**config.mk**
```make
export PLATFORM = sky130hd
export DESIGN_NAME = sc_backoff_gate
export DESIGN_NICKNAME = d
export VERILOG_FILES = /design/src/rtl/sc_backoff_pkg.sv /design/src/rtl/backoff_lfsr.sv /design/src/rtl/backoff_window.sv /design/src/rtl/sc_issue_ctrl.sv /design/src/rtl/sc_backoff_gate.sv
export SDC_FILE = /design/constraint.sdc
export NUM_CORES = 1
export LEC_CHECK = 0
export BUFFER_PORTS_ARGS = -buffer_cell sky130_fd_sc_hd__buf_2
export CORE_MARGIN = 5
export CORE_UTILIZATION = 44
export DETAILED_ROUTE_END_ITERATION = 12
export PLACE_DENSITY = 0.75
export SETUP_SLACK_MARGIN = 0.1
export SYNTH_ARGS = -nofsm -noshare
export SYNTH_HDL_FRONTEND = slang
export SYNTH_SLANG_ARGS = --single-unit
```
**constraint.sdc**
```tcl
create_clock -name clk -period 2 [get_ports clk]
set_input_delay 0.1 -clock clk [delete_from_list [all_inputs] [get_ports clk]]
set_output_delay 0.1 -clock clk [all_outputs]
set_load 0.01 [all_outputs]
```
**src/rtl/sc_backoff_pkg.sv**
```systemverilog
package sc_backoff_pkg;

   localparam int OP_W = 4;

   typedef enum logic [OP_W-1:0] {
      AOP_SWAP = 4'h0,
      AOP_ADD  = 4'h1,
      AOP_LR   = 4'h2,
      AOP_SC   = 4'h3,
      AOP_AND  = 4'h4,
      AOP_OR   = 4'h5
   } aop_e;

   typedef enum logic {
      PH_REQ  = 1'b0,
      PH_WAIT = 1'b1
   } phase_e;

endpackage

```
**src/rtl/backoff_lfsr.sv**
```systemverilog
module backoff_lfsr #(
   parameter int          W    = 16,
   parameter logic [63:0] SEED = 64'd3
) (
   input  logic         clk,
   input  logic         rst_n,
   output logic [W-1:0] value
);

   logic [W-1:0] q;
   logic         fb;

   generate
      if (W == 8) begin : g_w8
         assign fb = q[7] ^ q[5] ^ q[4] ^ q[3];
      end else if (W == 16) begin : g_w16
         assign fb = q[15] ^ q[13] ^ q[12] ^ q[10];
      end else if (W == 32) begin : g_w32
         assign fb = q[31] ^ q[21] ^ q[1] ^ q[0];
      end else begin : g_bad
         $error("backoff_lfsr: width %0d has no tap set", W);
         assign fb = 1'b0;
      end
   endgenerate

   always_ff @(posedge clk or negedge rst_n) begin
      if (!rst_n) q <= SEED[W-1:0];
      else        q <= {q[W-2:0], fb};
   end

   assign value = q;

endmodule

```
**src/rtl/backoff_window.sv**
```systemverilog
module backoff_window #(
   parameter int MAX_EXP = 16
) (
   input  logic               clk,
   input  logic               rst_n,
   input  logic               grow,
   input  logic               reset_win,
   input  logic [MAX_EXP-1:0] rnd,
   output logic [MAX_EXP-1:0] mask,
   output logic [MAX_EXP-1:0] cnt,
   output logic               expired
);

   logic [MAX_EXP-1:0] mask_q, cnt_q, mask_next;

   // one more low bit per failure; an all-ones mask stays all-ones
   assign mask_next = {mask_q[MAX_EXP-2:0], 1'b1};

   always_ff @(posedge clk or negedge rst_n) begin
      if (!rst_n) begin
         mask_q <= '0;
         cnt_q  <= '0;
      end else if (reset_win) begin       // success has priority
         mask_q <= '0;
         cnt_q  <= '0;
      end else if (grow) begin
         mask_q <= mask_next;
         cnt_q  <= rnd & mask_next;
      end else if (cnt_q != '0) begin
         cnt_q  <= cnt_q - 1'b1;
      end
   end

   assign mask    = mask_q;
   assign cnt     = cnt_q;
   assign expired = (cnt_q == '0);

endmodule

```
**src/rtl/sc_issue_ctrl.sv**
```systemverilog
module sc_issue_ctrl
   import sc_backoff_pkg::*;
(
   input  logic            clk,
   input  logic            rst_n,
   input  logic            amo_valid,
   input  logic [OP_W-1:0] amo_op,
   input  logic            sc_allowed,
   input  logic            mem_ack,
   input  logic            rsp_valid,
   output logic            mem_req,
   output logic            waiting,
   output logic            issued_sc
);

   phase_e ph_q;
   logic   is_sc, sc_q;

   assign is_sc   = (amo_op == AOP_SC);
   assign mem_req = (ph_q == PH_REQ) && amo_valid && (!is_sc || sc_allowed);

   always_ff @(posedge clk or negedge rst_n) begin
      if (!rst_n) begin
         ph_q <= PH_REQ;
         sc_q <= 1'b0;
      end else begin
         unique case (ph_q)
            PH_REQ: if (mem_req && mem_ack) begin
               ph_q <= PH_WAIT;
               sc_q <= is_sc;
            end
            PH_WAIT: if (rsp_valid) ph_q <= PH_REQ;
            default: ph_q <= PH_REQ;
         endcase
      end
   end

   assign waiting   = (ph_q == PH_WAIT);
   assign issued_sc = sc_q;

endmodule

```
**src/rtl/sc_backoff_gate.sv**
```systemverilog
module sc_backoff_gate
   import sc_backoff_pkg::*;
#(
   parameter int          LFSR_W  = 16,
   parameter logic [63:0] SEED    = 64'd3,
   parameter int          MAX_EXP = 16,
   parameter int          RES_W   = 64
) (
   input  logic             clk,
   input  logic             rst_n,
   input  logic             amo_valid,
   input  logic [3:0]       amo_op,
   output logic             mem_req,
   input  logic             mem_ack,
   output logic             wait_rsp,
   input  logic             rsp_valid,
   input  logic [RES_W-1:0] rsp_result
);

   if (MAX_EXP < 2 || MAX_EXP > LFSR_W) begin : g_chk_exp
      $error("sc_backoff_gate: MAX_EXP must lie in 2..LFSR_W");
   end
   if (RES_W < 1) begin : g_chk_res
      $error("sc_backoff_gate: RES_W must be positive");
   end

   logic [LFSR_W-1:0]  lfsr_q;
   logic [MAX_EXP-1:0] bo_mask, bo_cnt;
   logic               bo_zero, bo_set, bo_clr, issued_sc, rsp_fire;

   backoff_lfsr #(.W(LFSR_W), .SEED(SEED)) u_lfsr (
      .clk   (clk),
      .rst_n (rst_n),
      .value (lfsr_q)
   );

   sc_issue_ctrl u_ctrl (
      .clk        (clk),
      .rst_n      (rst_n),
      .amo_valid  (amo_valid),
      .amo_op     (amo_op),
      .sc_allowed (bo_zero),
      .mem_ack    (mem_ack),
      .rsp_valid  (rsp_valid),
      .mem_req    (mem_req),
      .waiting    (wait_rsp),
      .issued_sc  (issued_sc)
   );

   assign rsp_fire = wait_rsp && rsp_valid && issued_sc;
   assign bo_set   = rsp_fire && (rsp_result != '0);
   assign bo_clr   = rsp_fire && (rsp_result == '0);

   backoff_window #(.MAX_EXP(MAX_EXP)) u_win (
      .clk       (clk),
      .rst_n     (rst_n),
      .grow      (bo_set),
      .reset_win (bo_clr),
      .rnd       (lfsr_q[MAX_EXP-1:0]),
      .mask      (bo_mask),
      .cnt       (bo_cnt),
      .expired   (bo_zero)
   );

endmodule

```
==> metrics.txt <==
Placer Congestion between 0.8 and 0.9; Worst Path Required 1.90 ns; layout cell share with drive strength beyond 1 40.6%; fin. max-slew vios 0; num rows 25; vias in the first global route ~1.9k; via count 1,861; CTS sink count 49; Leakage 1.29 nW; root buffer cell clkbuf_8; syn_area_per_cell 11.4 um^2; CTS max path bufs 2; Synth cell types 33; Max FO, Critical Path 4; crit start category register; Core Region 4690 um^2; Placed Instances approximately 320; CP Class reg2out; residual DRC count 0; Setup TNS Final 0 ns; Post-synth EDFFs 0; f_max 530 MHz; Worst Hold Class in2reg; gr usage total 18.1%; Post-Route WL 5460 um; Nets 354; clk_skew 0.00713 ns; Clk Latency, worst-skew pair about 0.30 ns; Fin. Hold Viols 0; number of antenna diodes 0; Worst VDD drop ~0.36 mV; Die Area approximately 6300 um^2; first-pass detailed-route iteration total 4; Layout area overhead 33.6%; syn nets 260; slew margin rel. 61.1%; final worst slack 0.112 ns; ys flop type dfrtp_1; share of synthesized flip-flops with an asynchronous set or reset 100%; H-tree depth 2; starting density of the core 45.3%; I/O pin total 75; initial antenna violation count 0; Finished Cell Area 2840 um^2; critical path capture point type output port; status finished clean; Syn Inst Count 186; Final period util 94.4%; TritonCTS Buffers 5; number of max-cap violations 0; PortBufs 74; sequential share of the synthesized area 57.8%; Synth top cells by count dfrtp_1, nand2_1, nor4_1; largest net degree at the start of global routing 27; Die Y between 70 and 80 um; Hold Slack a little under 0.1 ns; Multi-input gate area 891 um^2; DP Worst Slack ~0.11 ns; Ys Warns 0; Yosys top cell by area dfrtp_1; antenna-violating nets left 0; Via density 5.56; die width 79.5 um; final non-filler cell total roughly 340; Clock Pin Slew Worst Setup and Hold Paths 0.09 ns; first-pass GRT wire length between 8000 and 9000 um; WP data arrival 1.79 ns; DP HPWL 4060 um; synthesized flop and latch total 49; post-synth top area share between 50% and 60%; worst slew pin tran 0.584 ns; Tmin final 1.89 ns; top-count cell post-synth dfrtp_1; dpl cell area 2600 um^2; DRT iter0 DRCs 102; Remaining Overflow, GRT 0; Pwr Density roughly 640 nW/um^2; fillcell total 380; routed len/inst 16.3 um; synth top area cells dfrtp_1, a22o_1, nor4_1; mapped cell area between 2000 and 2500 um^2; unrepaired setup endpoints after global routing yes; Reg area between 1000 and 1500 um^2; clock tree from TritonCTS yes; Setup violations, final 0
==> kinds of logic after synthesis <==
| logic type | count (synthesis) | synth area share (%) |
|---|---|---|
| xor+xnor | 17 | 7.01 |
| compound gates | 38 | 12.9 |
| fa+ha+maj | 1 | 0.589 |
| buf+inv | 9 | 2.59 |
| mux | 1 | 0.471 |
| simple gates | 71 | 18.6 |
| flops | 49 | 57.8 |
==> timing repair <==
action	CTS	global route
endpoints found under the setup margin	2	15
gates resized for setup	2	9
pin swaps	1	1
endpoints found under the hold margin	24	0
cloned	0	1
hold buffers	2	0
buffers inserted	6	1
==> flip-flops by register name, indices dropped and copies added, names as in the netlist <==
signal	flops
u_lfsr.value	16
u_win.cnt	16
u_win.mask	15
u_ctrl.issued_sc	1
u_ctrl.waiting	1
==> worst paths after layout <==
path,cells past startpoint,slack (ns),start,to
max,7,0.11,u_win.cnt[1]$_DFFE_PN0P_,mem_req
min,3,0.1,amo_op[0],u_ctrl.issued_sc$_DFFE_PN0P_
max reg2reg,6,0.14,u_win.cnt[0]$_DFFE_PN0P_,u_win.cnt[15]$_DFFE_PN0P_
min reg2reg,0,0.38,u_lfsr.value[0]$_DFF_PN1_,u_lfsr.value[1]$_DFF_PN1_
max in group asynchronous,3,1.01,rst_n,u_lfsr.value[1]$_DFF_PN1_
min in group asynchronous,2,0.32,rst_n,u_win.cnt[9]$_DFFE_PN0P_
==> metal layers <==
metal	GRT usage, %	routed length [um]
met2	28.6	2650
met4	5.15	71
met1	25.3	2550
met3	3.61	198
met5	0	0
==> where the power goes <==
group          switching (mW)  leakage [nW]  total, mW  internal (mW)
sequential            0.00245         0.609      0.995          0.992
clock                   0.336        0.0543      0.710          0.374
combinational          0.0525         0.628      0.117         0.0641
total                   0.391          1.29       1.82           1.43
==> through the flow <==
step | utilization, % | total power, mW
2_1_floorplan | - | 1.03
3_3_place_gp | 55.4 | 1.13
3_5_place_dp | 55.4 | 1.13
4_1_cts | 59.4 | 1.84
5_1_grt | 60.5 | 1.90
6_report | 60.5 | 1.82
==> cells in the final DEF (no fill, tap or decap), drive strengths merged <==
| cell type | count |
|---|---|
| o22ai | 14 |
| clkinv | 1 |
| dfrtp | 47 |
| a21oi | 4 |
| buf | 91 |
| clkinvlp | 1 |
| dfstp | 2 |
| o21ai | 2 |
| nand3 | 3 |
| dlygate4sd3 | 2 |
| a31o | 1 |
| a22o | 15 |
| and2 | 2 |
| clkbuf | 5 |
| nor2 | 9 |
| or4 | 3 |
| and4b | 1 |
| xor2 | 7 |
| nor4 | 19 |
| bufinv | 1 |
| and4bb | 1 |
| or3 | 1 |
| ha | 1 |
| a31oi | 1 |
| xnor2 | 10 |
| inv | 3 |
| and3 | 2 |
| nand2 | 22 |
| nand2b | 1 |
| nor3b | 1 |
| nor3 | 2 |
| mux2i | 1 |
| nand4 | 4 |
| o211a | 1 |
==> cell type report <==
class                   count  share of cell area (%)
flip-flops and latches     49                    43.3
repair buffers             93                    18.5
clock inverters             3                    1.63
well taps                  54                    2.38
multi-input cells         128                    31.4
clock buffers               5                    2.42
inverters                   3                   0.397
==> critical path, cell delays in order (launching register included) <==
cell and delay (ns):
dfrtp_1 0.40, inv_1 0.06, ha_2 0.17, nor3b_4 0.15
and4b_1 0.21, and2_4 0.17, o211a_1 0.20, buf_2 0.14
(Power assumes the default switching activity.)
